**config.mk**
```make
export PLATFORM = sky130hd
export DESIGN_NAME = rtc_status_regs
export DESIGN_NICKNAME = d
export VERILOG_FILES = /design/src/rtl/rtc_stat_pkg.sv /design/src/rtl/rtc_stat_ctrl.sv /design/src/rtl/rtc_stat_dpath.sv /design/src/rtl/rtc_status_regs.sv
export SDC_FILE = /design/constraint.sdc
export NUM_CORES = 1
export LEC_CHECK = 0
export BUFFER_PORTS_ARGS = -buffer_cell sky130_fd_sc_hd__buf_4
export CAP_MARGIN = 20
export CELL_PAD_IN_SITES_DETAIL_PLACEMENT = 0
export CELL_PAD_IN_SITES_GLOBAL_PLACEMENT = 1
export CORE_ASPECT_RATIO = 0.6
export CORE_MARGIN = 5
export CORE_UTILIZATION = 35
export CTS_CLUSTER_DIAMETER = 40
export CTS_CLUSTER_SIZE = 16
export DETAILED_ROUTE_END_ITERATION = 8
export PLACE_DENSITY_LB_ADDON = 0.12
export SYNTH_ARGS = -nofsm -noshare
export SYNTH_HDL_FRONTEND = slang
export SYNTH_SLANG_ARGS = --single-unit
export TNS_END_PERCENT = 1
```
**constraint.sdc**
```tcl
create_clock -name clk -period 1.75 [get_ports clk]
set_input_delay 0.175 -clock clk [delete_from_list [all_inputs] [get_ports clk]]
set_output_delay 0.175 -clock clk [all_outputs]
set_load 0.02 [all_outputs]
```
**src/rtl/rtc_stat_pkg.sv**
```systemverilog
package rtc_stat_pkg;
  localparam int DATA_W = 8;

  typedef struct packed {
    logic clrEvents;
    logic wrCfg;
    logic wrRoute;
    logic clrFail;
    logic selFlag;
    logic selRoute;
  } ctlStrobes_t;
endpackage

```
**src/rtl/rtc_stat_ctrl.sv**
```systemverilog
module rtc_stat_ctrl
  import rtc_stat_pkg::*;
#(
  parameter int ADDR_W     = 2,
  parameter int ADDR_FLAG  = 0,
  parameter int ADDR_ROUTE = 1
) (
  input  logic [ADDR_W-1:0] regAddr,
  input  logic              regWr,
  input  logic              regRd,
  input  logic              clkStartWr,
  input  logic              oscRunning,
  output ctlStrobes_t       strobes
);
  localparam logic [ADDR_W-1:0] FLAG_A  = ADDR_W'(ADDR_FLAG);
  localparam logic [ADDR_W-1:0] ROUTE_A = ADDR_W'(ADDR_ROUTE);

  always_comb begin
    strobes.selFlag   = (regAddr == FLAG_A);
    strobes.selRoute  = (regAddr == ROUTE_A);
    strobes.clrEvents = regRd && strobes.selFlag;
    strobes.wrCfg     = regWr && strobes.selFlag;
    strobes.wrRoute   = regWr && strobes.selRoute;
    strobes.clrFail   = clkStartWr && oscRunning;
  end
endmodule

```
**src/rtl/rtc_stat_dpath.sv**
```systemverilog
module rtc_stat_dpath
  import rtc_stat_pkg::*;
#(
  parameter int NUM_EVENTS = 6,
  parameter int NUM_IRQ    = 5
) (
  input  logic                  clk,
  input  logic                  rstN,
  input  ctlStrobes_t           strobes,
  input  logic [NUM_EVENTS-1:0] rollStb,
  input  logic                  oscFailDet,
  input  logic [NUM_IRQ-1:0]    irqSrc,
  input  logic [DATA_W-1:0]     regWdata,
  output logic [DATA_W-1:0]     regRdata,
  output logic [NUM_EVENTS-1:0] eventFlags,
  output logic                  oscFail,
  output logic                  singleSupply,
  output logic                  testEnable,
  output logic                  mfoOut,
  output logic                  intrOut
);
  localparam int FAIL_BIT = NUM_EVENTS;
  localparam int TEST_BIT = NUM_EVENTS + 1;

  logic [NUM_IRQ-1:0] routeMask;

  for (genvar i = 0; i < NUM_EVENTS; i++) begin : gEvt
    always_ff @(posedge clk or negedge rstN) begin
      if (!rstN)
        eventFlags[i] <= 1'b0;
      else if (rollStb[i])
        eventFlags[i] <= 1'b1;
      else if (strobes.clrEvents)
        eventFlags[i] <= 1'b0;
    end
  end

  always_ff @(posedge clk or negedge rstN) begin
    if (!rstN) begin
      oscFail      <= 1'b1;
      singleSupply <= 1'b1;
      testEnable   <= 1'b0;
      routeMask    <= '0;
    end else begin
      if (oscFailDet)
        oscFail <= 1'b1;
      else if (strobes.clrFail)
        oscFail <= 1'b0;
      if (oscFailDet)
        singleSupply <= 1'b1;
      else if (strobes.wrCfg)
        singleSupply <= regWdata[FAIL_BIT];
      if (strobes.wrCfg)
        testEnable <= regWdata[TEST_BIT];
      if (strobes.wrRoute)
        routeMask <= regWdata[NUM_IRQ-1:0];
    end
  end

  always_ff @(posedge clk or negedge rstN) begin
    if (!rstN) begin
      mfoOut  <= 1'b0;
      intrOut <= 1'b0;
    end else begin
      mfoOut  <= |(irqSrc & routeMask);
      intrOut <= |(irqSrc & ~routeMask);
    end
  end

  always_comb begin
    regRdata = '0;
    if (strobes.selFlag) begin
      regRdata[NUM_EVENTS-1:0] = eventFlags;
      regRdata[FAIL_BIT]       = oscFail;
      regRdata[TEST_BIT]       = testEnable;
    end else if (strobes.selRoute) begin
      regRdata[NUM_IRQ-1:0] = routeMask;
    end
  end
endmodule

```
**src/rtl/rtc_status_regs.sv**
```systemverilog
module rtc_status_regs
  import rtc_stat_pkg::*;
#(
  parameter int NUM_EVENTS = 6,
  parameter int NUM_IRQ    = 5,
  parameter int ADDR_W     = 2
) (
  input  logic                  clk,
  input  logic                  rstN,
  input  logic [NUM_EVENTS-1:0] rollStb,
  input  logic                  oscFailDet,
  input  logic                  clkStartWr,
  input  logic                  oscRunning,
  input  logic [NUM_IRQ-1:0]    irqSrc,
  input  logic [ADDR_W-1:0]     regAddr,
  input  logic                  regWr,
  input  logic                  regRd,
  input  logic [DATA_W-1:0]     regWdata,
  output logic [DATA_W-1:0]     regRdata,
  output logic                  singleSupply,
  output logic                  testEnable,
  output logic                  mfoOut,
  output logic                  intrOut
);
  ctlStrobes_t           strobes;
  logic [NUM_EVENTS-1:0] eventFlags;
  logic                  oscFail;

  rtc_stat_ctrl #(.ADDR_W(ADDR_W)) uCtrl (
    .regAddr(regAddr), .regWr(regWr), .regRd(regRd),
    .clkStartWr(clkStartWr), .oscRunning(oscRunning), .strobes(strobes)
  );

  rtc_stat_dpath #(.NUM_EVENTS(NUM_EVENTS), .NUM_IRQ(NUM_IRQ)) uDpath (
    .clk(clk), .rstN(rstN), .strobes(strobes), .rollStb(rollStb),
    .oscFailDet(oscFailDet), .irqSrc(irqSrc), .regWdata(regWdata),
    .regRdata(regRdata), .eventFlags(eventFlags), .oscFail(oscFail),
    .singleSupply(singleSupply), .testEnable(testEnable),
    .mfoOut(mfoOut), .intrOut(intrOut)
  );
endmodule

```
==> results.md, run 1 <==
* Outcome: finished clean
* Reg-to-reg startpoint: uDpath.routeMask[0]
* Crit path cell chain: and2_1 > buf_4
* Largest net degree at the start of global routing at 17
* Family with the most delay on the worst path: flip-flops
* GRT Overall Usage at between 10% and 20%
* Diode count at 0
* Detailed Route WL at 1.93 mm
* Worst-path fanout max at 2
* Setup TNS at 0 ns
* Crit end category: output port
* Endpoints failing setup at 0
* Pleak at 0.582 nW
* Root Buffer: clkbuf_8
* Worst Path Buf+Inv at 1
* Worst-case clock buffer depth at 2
* Vias in the first global route at approximately 650
* CTS Sinks at 16
* Final cell utilization of the core at between 50% and 60%
* Min-Delay Startpoint: rollStb[3]
* CTS tree: done
* Worst r2r path cells at 3
* DIE AREA at 3290 sq um
* Fin crit period at 1.21 ns
* WL/cell at ~14 um
* Synth Instances at 62
* Placed cell count at approximately 130
* Hpwl dp at approximately 1.6 mm
* DRT iter0 DRCs at 16
* Reg2reg end: uDpath.intrOut
* TritonRoute pass-1 iters at 4
* Worst hold margin at between 0.09 and 0.1 ns
* Max_slew headroom at approximately 81%
* IO Count at 40
* Area Growth Syn to Fin at 47.0%
* Core ar. at between 2000 and 2500 sq um
* EDFF count, synth at 0
* Core Rows at 13
* Final period util at 69.2%
* Cell accounting for the most synthesized area: dfrtp_1
* Yosys reg bits at 16
* Buffers on Ports at 38
* Initial antenna violation count at 0
* DR vias at 604
* Max incr delay on CP at between 0.5 and 0.6 ns
* Vias per cell at around 4.5
* Worst Max-Slew Pin Slew at approximately 0.29 ns
* Most common cell in the synthesized netlist: dfrtp_1
* Setup CP Type: flop to output port
* Area contributors post-synth: dfrtp_1, mux2_4, a21o_1
* Yosys warns at 0
* Cell variety after synth at 19
* Worst Hold Endpoint: uDpath.eventFlags[3]
* Number of CTS-inserted buffers at 3
* Pwr Total at ~0.0010 W
* RSZ-0062 raised after global routing: false
* Crit-path slowest cell: dfstp_2
* Die width at roughly 70 um
* Power per Cell Area at between 900 and 1000 nW/um^2
* First-pass GRT wire length at roughly 3.2 mm
* Clk Latency, worst-skew pair at between 0.2 and 0.3 ns
* R2r setup slk at between 0.6 and 0.7 ns
* HP Class: input port to flop
* Non-filler cells, final at roughly 130
* Critical Path AT at ~1.0 ns
* Hold path depth at 2
* Worst Clk Skew at about 0.00034 ns
* Fin. max-slew vios at 0
* CP Launch Type: flop
* H-tree Lvls at 1
* Die H at roughly 46 um
* VDD IR max at ~0.0005 V
* Top post-synthesis cells by count: dfrtp_1, a21o_1, inv_1
* # DRC at 0
* Sequential area share after synthesis at slightly above 50%
* Initial Utilization at a little over a third
* Hold Violations, Final at 0
* Cell Area, Synth at approximately 780 sq um
* WP data required at ~1.6 ns
* Post-Synthesis Net Count at 90
* Grt total ovfl at 0
* Routed Antenna Nets at 0
* Resized cells post-CTS at 0
* Clock Pin Slew Worst Setup and Hold Paths at 0.06 ns
* Mean post-synth cell area at around 13 sq um
* Fmax at 0.826 GHz
* Async set-reset flop share out of synthesis at 100%
* Max-cap check violation count at 0
* Most used flip-flop cell after synthesis: dfrtp_1
* Share of layout cells above drive strength 1 at between 50% and 60%
* Post-synth top area share at between 40 and 50%
* Final Net Count at between 100 and 150
* Gpl congestion at 0.749
[flip-flops by register name (all words and copies together) (netlist names)]
signal               flops
uDpath.oscFail           1
uDpath.singleSupply      1
uDpath.intrOut           1
uDpath.testEnable        1
uDpath.mfoOut            1
uDpath.routeMask         5
uDpath.eventFlags        6
[cell usage in the layout, fill, tap and decap left out, drive strengths merged]
master        n
clkbuf        4
mux2          6
o221ai        1
mux2i         5
nor2          6
a22oi         1
a21oi         1
nor3b         1
inv           6
and2          3
nand3b        1
dfstp         2
a222oi        2
a21o          7
buf          38
dfrtp        14
o21ai         1
dlygate4sd3   1
nand2         3
[per-stage QoR]
stage	worst slack, ns	area [sq um]
3_5_place_dp	0.661	1080
4_1_cts	0.526	1140
3_3_place_gp	0.683	1080
2_1_floorplan	0.787	777
6_report	0.539	1140
5_1_grt	0.453	1140
[metal layers]
| metal | vias up | wire length [um] | GRT usage [%] |
|---|---|---|---|
| li1 | 297 | - | - |
| met1 | 284 | 849 | 16.0 |
| met2 | 20 | 935 | 21.9 |
| met3 | 3 | 134 | 5.23 |
| met4 | 0 | 8 | 3.37 |
| met5 | - | 0 | 0 |
[cell type report]
type | instances | area (sq um)
inverter | 6 | 22.5
clock buffer | 4 | 55.1
fill | 211 | 1000
sequential | 16 | 403
tap | 30 | 37.5
multi-input combinational | 38 | 329
timing repair buffer | 39 | 295
[worst max-delay path by stage]
| stage | startpoint | to | slack, ns | cells past startpoint |
|---|---|---|---|---|
| finish | uDpath.oscFail | regRdata[6] | 0.54 | 2 |
| CTS | uDpath.oscFail | regRdata[6] | 0.53 | 2 |
| detailed placement | regAddr[0] | uDpath.testEnable | 0.66 | 3 |
| floorplan | uDpath.routeMask[0] | uDpath.intrOut | 0.79 | 3 |
| global placement | uDpath.routeMask[0] | uDpath.intrOut | 0.68 | 3 |
| global route | uDpath.routeMask[0] | regRdata[0] | 0.45 | 3 |
[cell families (layout without fill, tap and decap cells)]
family	count (synthesis)	in the layout	synth area share (%)
buffers and inverters	8	49	5.80
multiplexers	11	11	17.6
AO/OA/AOI/OAI	13	13	12.7
flip-flops	16	16	51.9
AND/OR/NAND/NOR	14	14	12.1
[report_power, final]
group	internal [W]	total, W	switching [W]
registers	0.000417	0.000454	0.0000372
logic	0.000145	0.000259	0.000114
clock network	0.000200	0.000326	0.000127
[repair_timing]
| action | CTS | global route |
|---|---|---|
| endpoints found under the hold margin | 14 | 0 |
| setup buffers | 0 | 0 |
| hold buffers | 1 | 0 |
No activity file was read; power rests on OpenSTA's default activity.
==> run 2: changes to the inputs <==
CORE_UTILIZATION = 29   (was 35)
clock period = 1 ns   (was 1.75 ns; I/O delays follow)
==> results.md, run 2 (synthesized netlist as in run 1, its figures left out) <==
* Fin. max-slew vios at 0
* Critical Path AT at between 1 and 1.5 ns
* First-pass GRT wire length at around 2.9 mm
* DIE AREA at between 3000 and 4000 sq um
* Core ar. at roughly 2500 sq um
* Endpoints failing setup at 8
* Crit end category: output port
* DR vias at 640
* Max incr delay on CP at a little under 0.4 ns
* HP Class: input port to flop
* Crit-path slowest cell: dfrtp_1
* Most common cell after layout, fill and taps aside: buf_4
* # DRC at 0
* Sw power at 0.000492 W
* Initial Utilization at just over 30%
* Setup CP Type: flop to output port
* Failing checks: setup timing
* VDD IR max at approximately 0.00085 V
* Fin crit period at 1.19 ns
* Final Net Count at about 140
* Sw Ratio at 25.6%
* Comb power frac at between 30% and 40%
* Clock Pin Slew Worst Setup and Hold Paths at 0.06 ns
* Gpl congestion at 0.711
* Sequential share of power at around two fifths
* Detailed Route WL at 1.88 mm
* Worst Max-Slew Pin Slew at approximately 0.29 ns
* Min-Delay Startpoint: rollStb[5]
* Grt total ovfl at 0
* Reg-to-reg startpoint: uDpath.routeMask[0]
* CP Launch Type: flop
* Routed Antenna Nets at 0
* Diode count at 0
* Max-cap check violation count at 0
* Final cell utilization of the core at approximately 50%
* # fillers at about 250
* Setup WS post-layout at -0.186 ns
* TritonRoute pass-1 iters at 4
* Reg2reg end: uDpath.intrOut
* Worst-path fanout max at 2
* Fmax at about 0.84 GHz
* R2r setup slk at -0.11 ns
* Number of CTS-inserted buffers at 3
* Max reg flops at 6
* Hold path depth at 2
* Largest Register: uDpath.eventFlags
* CTS tree: done
* Max_slew headroom at between 80% and 90%
* GRT Overall Usage at 9.95%
* WP data required at around 0.90 ns
* Clk Latency, worst-skew pair at 0.25 ns
* Crit path cell chain: buf_6 > mux2i_1 > nor2_1 > buf_4
* Final period util at 119%
* Die H at approximately 50 um
* Initial antenna violation count at 0
* Regs by FF count: uDpath.eventFlags x6, uDpath.routeMask x5
* Hold Violations, Final at 0
* Largest net degree at the start of global routing at 17
* CTS Sinks at 16
* Worst-case clock buffer depth at 2
* Int Power at 0.00143 W
* Die width at around 77 um
* Worst r2r path cells at 4
* Vias per cell at between 4 and 5
* Area Growth Syn to Fin at 62.3%
* Core Rows at 14
* Share of layout cells above drive strength 1 at about 60%
* Buffers on Ports at 38
* Power per Cell Area at 1530 nW/um^2
* Worst Clk Skew at about 0.003 ns
* RSZ-0062 raised after global routing: true
* Final Cell Area at approximately 1300 sq um
* Outcome: complete, but fails checks
* Root Buffer: clkbuf_8
* Pleak at 0.649 nW
* Worst Hold Endpoint: uDpath.eventFlags[5]
* Vias in the first global route at 650
* Placed Area at around 1100 sq um
* Clock power frac at 29.2%
* DRT iter0 DRCs at 25
* IO Count at 40
* H-tree Lvls at 1
* Commonest cells after routing, fill and taps aside: buf_4, dfrtp_1, a21o_1, buf_6, inv_1
* WL/cell at roughly 13 um
## run 2: cell types whose count changed in the layout (fill, tap and decap cells not counted), sizes merged
cell  delta
buf     +11
## run 2: power by group through the flow
stage	logic [W]	registers [W]	clock network, W
2_1_floorplan	0.000224	0.000819	0
3_3_place_gp	0.000498	0.000793	0
3_5_place_dp	0.000505	0.000796	0
4_1_cts	0.000577	0.000778	0.000584
5_1_grt	0.000628	0.000789	0.000607
6_report	0.000583	0.000780	0.000561
## run 2: worst max path at each step
stage | startpoint | endpoint | cells after the start
global route | uDpath.routeMask[0] | regRdata[0] | 4
floorplan | uDpath.routeMask[0] | uDpath.intrOut | 3
detailed placement | uDpath.routeMask[0] | uDpath.intrOut | 3
global placement | uDpath.routeMask[0] | uDpath.intrOut | 3
finish | uDpath.routeMask[3] | regRdata[3] | 4
CTS | uDpath.routeMask[3] | regRdata[3] | 4
## run 2: critical path, delay by kind of cell (launching register included)
kind / cells / cell delay [ns]
buffers and inverters: 2 / 0.27
flip-flops: 1 / 0.39
multiplexers: 1 / 0.12
AND/OR/NAND/NOR: 1 / 0.06
## run 2: layout make-up
cell class / count / area [sq um] / share of cell area (%)
Sequential cell: 16 / 403 / 31.9
Tap cell: 32 / 40.0 / 3.17
Inverter: 6 / 22.5 / 1.79
Timing Repair Buffer: 50 / 404 / 32.0
Multi-Input combinational cell: 38 / 337 / 26.7
Clock buffer: 4 / 55.1 / 4.37
## run 2: metrics by stage
stage	hold WS, ns	worst slack [ns]	power (W)	setup TNS (ns)	std cells
floorplan	-0.196	0.0368	0.00104	0	62
global placement	-0.0256	-0.0475	0.00129	-0.0475	137
detailed placement	-0.0250	-0.0632	0.00130	-0.0632	137
CTS	0.0224	-0.204	0.00194	-1.11	146
global route	0.0209	-0.251	0.00202	-1.59	146
finish	0.0285	-0.186	0.00192	-1.01	146
## run 2: what timing repair did
action | CTS | global route
buffers inserted | 4 | 0
setup endpoints to repair | 10 | 12
pin swaps | 2 | 2
hold buffers | 1 | 0
endpoints found under the hold margin | 16 | 0
resized for setup | 7 | 3
## run 2: per-layer routing
metal	GRT usage (%)	vias to the layer above	part of all wire, %
met5	0	-	0
met4	3.49	0	0
met3	4.36	0	5.7
met2	15.4	18	47
met1	12.3	302	47
li1	-	320	-
==> run 3: changes to the inputs <==
SETUP_SLACK_MARGIN = 0.15   (was default)
SLEW_MARGIN = 20   (was default)
==> results.md, run 3 (synthesized netlist as in run 1, its figures left out) <==
* Outcome: complete, but fails checks
* WP data required at about 0.90 ns
* First-pass GRT wire length at about 2.9 mm
* Commonest cells after routing, fill and taps aside: buf_4, dfrtp_1, buf_6, a21o_1, inv_1
* GRT Overall Usage at between 10% and 20%
* Setup CP Type: flop to output port
* Hold Violations, Final at 0
* Critical Path AT at approximately 1.1 ns
* Clock power frac at between 20% and 30%
* Crit path cell chain: buf_6 > mux2i_1 > nor2_1 > buf_4
* R2r setup slk at -0.11 ns
* Largest net degree at the start of global routing at 17
* Vias in the first global route at between 600 and 700
* Worst-path fanout max at 2
* HP Class: input port to flop
* TritonRoute pass-1 iters at 4
* Final period util at 119%
* Pleak at 0.652 nW
* Initial Utilization at 30.6%
* Area Growth Syn to Fin at 63.3%
* Sequential share of power at 40.5%
* Pwr Total at between 0.0015 and 0.002 W
* Setup WS post-layout at -0.187 ns
* Die width at approximately 77 um
* Sw Ratio at between 20% and 30%
* Reg-to-reg startpoint: uDpath.routeMask[0]
* Worst Max-Slew Pin Slew at roughly 0.29 ns
* Worst Setup SP: uDpath.routeMask[3]
* Root Buffer: clkbuf_8
* Comb power frac at ~30%
* Diode count at 0
* VDD IR max at approximately 0.00085 V
* Critical Path Sink: regRdata[3]
* RSZ-0062 raised after global routing: true
* Worst Clk Skew at roughly 0.0024 ns
* CTS Sinks at 16
* H-tree Lvls at 1
* Buffers on Ports at 38
* Fin. max-slew vios at 0
* Crit end category: output port
* Placed cell count at about 140
* WL/cell at 12.9 um
* Min-Delay Startpoint: rollStb[5]
* Area of the multi-input gates at ~340 sq um
* Worst-case clock buffer depth at 2
* Final Net Count at 143
* # DRC at 0
* DRT iter0 DRCs at 27
* # fillers at 249
* CTS tree: done
* Sw power at between 0.0004 and 0.0005 W
* Fin crit period at between 1 and 1.5 ns
* DIE AREA at 3850 sq um
* Most common cell after layout, fill and taps aside: buf_4
* Endpoints failing setup at 8
* Register area at 403 sq um
* Worst r2r path cells at 4
* Number of CTS-inserted buffers at 3
* DR vias at 640
* Grt total ovfl at 0
* Core ar. at 2540 sq um
* Clock Pin Slew Worst Setup and Hold Paths at ~0.06 ns
* CP Launch Type: flop
* Max incr delay on CP at a little under 0.4 ns
* Int Power at 0.00144 W
* Routed Antenna Nets at 0
* Failing checks: setup timing
* Max reg flops at 6
* IO Count at 40
* Reg2reg end: uDpath.intrOut
* Core Rows at 14
* Max_slew headroom at about 81%
* Gpl congestion at 0.711
* Initial antenna violation count at 0
* Die H at roughly 50 um
* Power per Cell Area at about 1500 nW/um^2
* Crit-path slowest cell: dfrtp_1
* Clk Latency, worst-skew pair at between 0.2 and 0.25 ns
* Vias per cell at roughly 4.4
* Fmax at ~0.84 GHz
* Largest Register: uDpath.eventFlags
* Non-filler cells, final at between 100 and 150
* Share of layout cells above drive strength 1 at between 50% and 60%
* Detailed Route WL at between 1.5 and 2 mm
* DP Worst Slack at -0.0632 ns
* Regs by FF count: uDpath.eventFlags x6, uDpath.routeMask x5
* Max-cap check violation count at 0
[run 3: cell count changes in the layout (fill, tap and decap cells not counted)]
| cell | change |
|---|---|
| buf_6 | +2 |
| buf_4 | -2 |
[run 3: cell type report]
cell class / count / area share (%)
clock buffers: 4 / 4.34
inverters: 6 / 1.78
multi-input cells: 38 / 26.5
flip-flops and latches: 16 / 31.8
well taps: 32 / 3.16
repair buffers: 50 / 32.4
[run 3: worst min-delay path by stage]
stage,cells after the start,slack [ns],to
final,2,0.03,uDpath.eventFlags[5]
after global routing,2,0.02,uDpath.eventFlags[5]
after global placement,1,-0.03,uDpath.eventFlags[5]
after floorplan,0,-0.20,uDpath.eventFlags[0]
after detailed placement,1,-0.03,uDpath.eventFlags[5]
after CTS,2,0.02,uDpath.eventFlags[4]
[run 3: worst max-delay path: cells and delay by family (launching register included)]
family	cells	cell delay, ns
buffers and inverters	2	0.27
and+or+nand+nor	1	0.06
DFF	1	0.39
muxes	1	0.12
[run 3: power groups by stage]
stage          Clock (W)  Combinational [W]  Sequential [W]
4_1_cts         0.000584           0.000593        0.000783
3_5_place_dp           0           0.000505        0.000796
2_1_floorplan          0           0.000224        0.000819
3_3_place_gp           0           0.000498        0.000793
5_1_grt         0.000607           0.000638        0.000792
6_report        0.000559           0.000593        0.000784
[run 3: metrics by stage]
step                hold WS [ns]  TNS [ns]  instance area, sq um  util [%]
floorplan                 -0.196         0                   777         -
global placement         -0.0256   -0.0475                  1130      44.6
detailed placement       -0.0250   -0.0632                  1130      44.6
CTS                       0.0224     -1.10                  1260      49.8
global route              0.0209     -1.59                  1270      50.0
finish                    0.0285     -1.02                  1270      50.0
[run 3: metal layers]
layer | global-route usage [%] | vias to the layer above | part of all wire (%)
met4 | 3.49 | 0 | 0
met3 | 4.36 | 0 | 5.7
met1 | 12.5 | 301 | 48
met5 | 0 | - | 0
met2 | 15.4 | 18 | 47
li1 | - | 321 | -
[run 3: what timing repair did]
action | in CTS | in global routing
hold endpoints to repair | 16 | 0
resized for setup | 11 | 1
setup endpoints to repair | 16 | 17
cloned | 0 | 0
pin swaps | 2 | 2
setup buffers | 4 | 0
hold buffers | 1 | 0
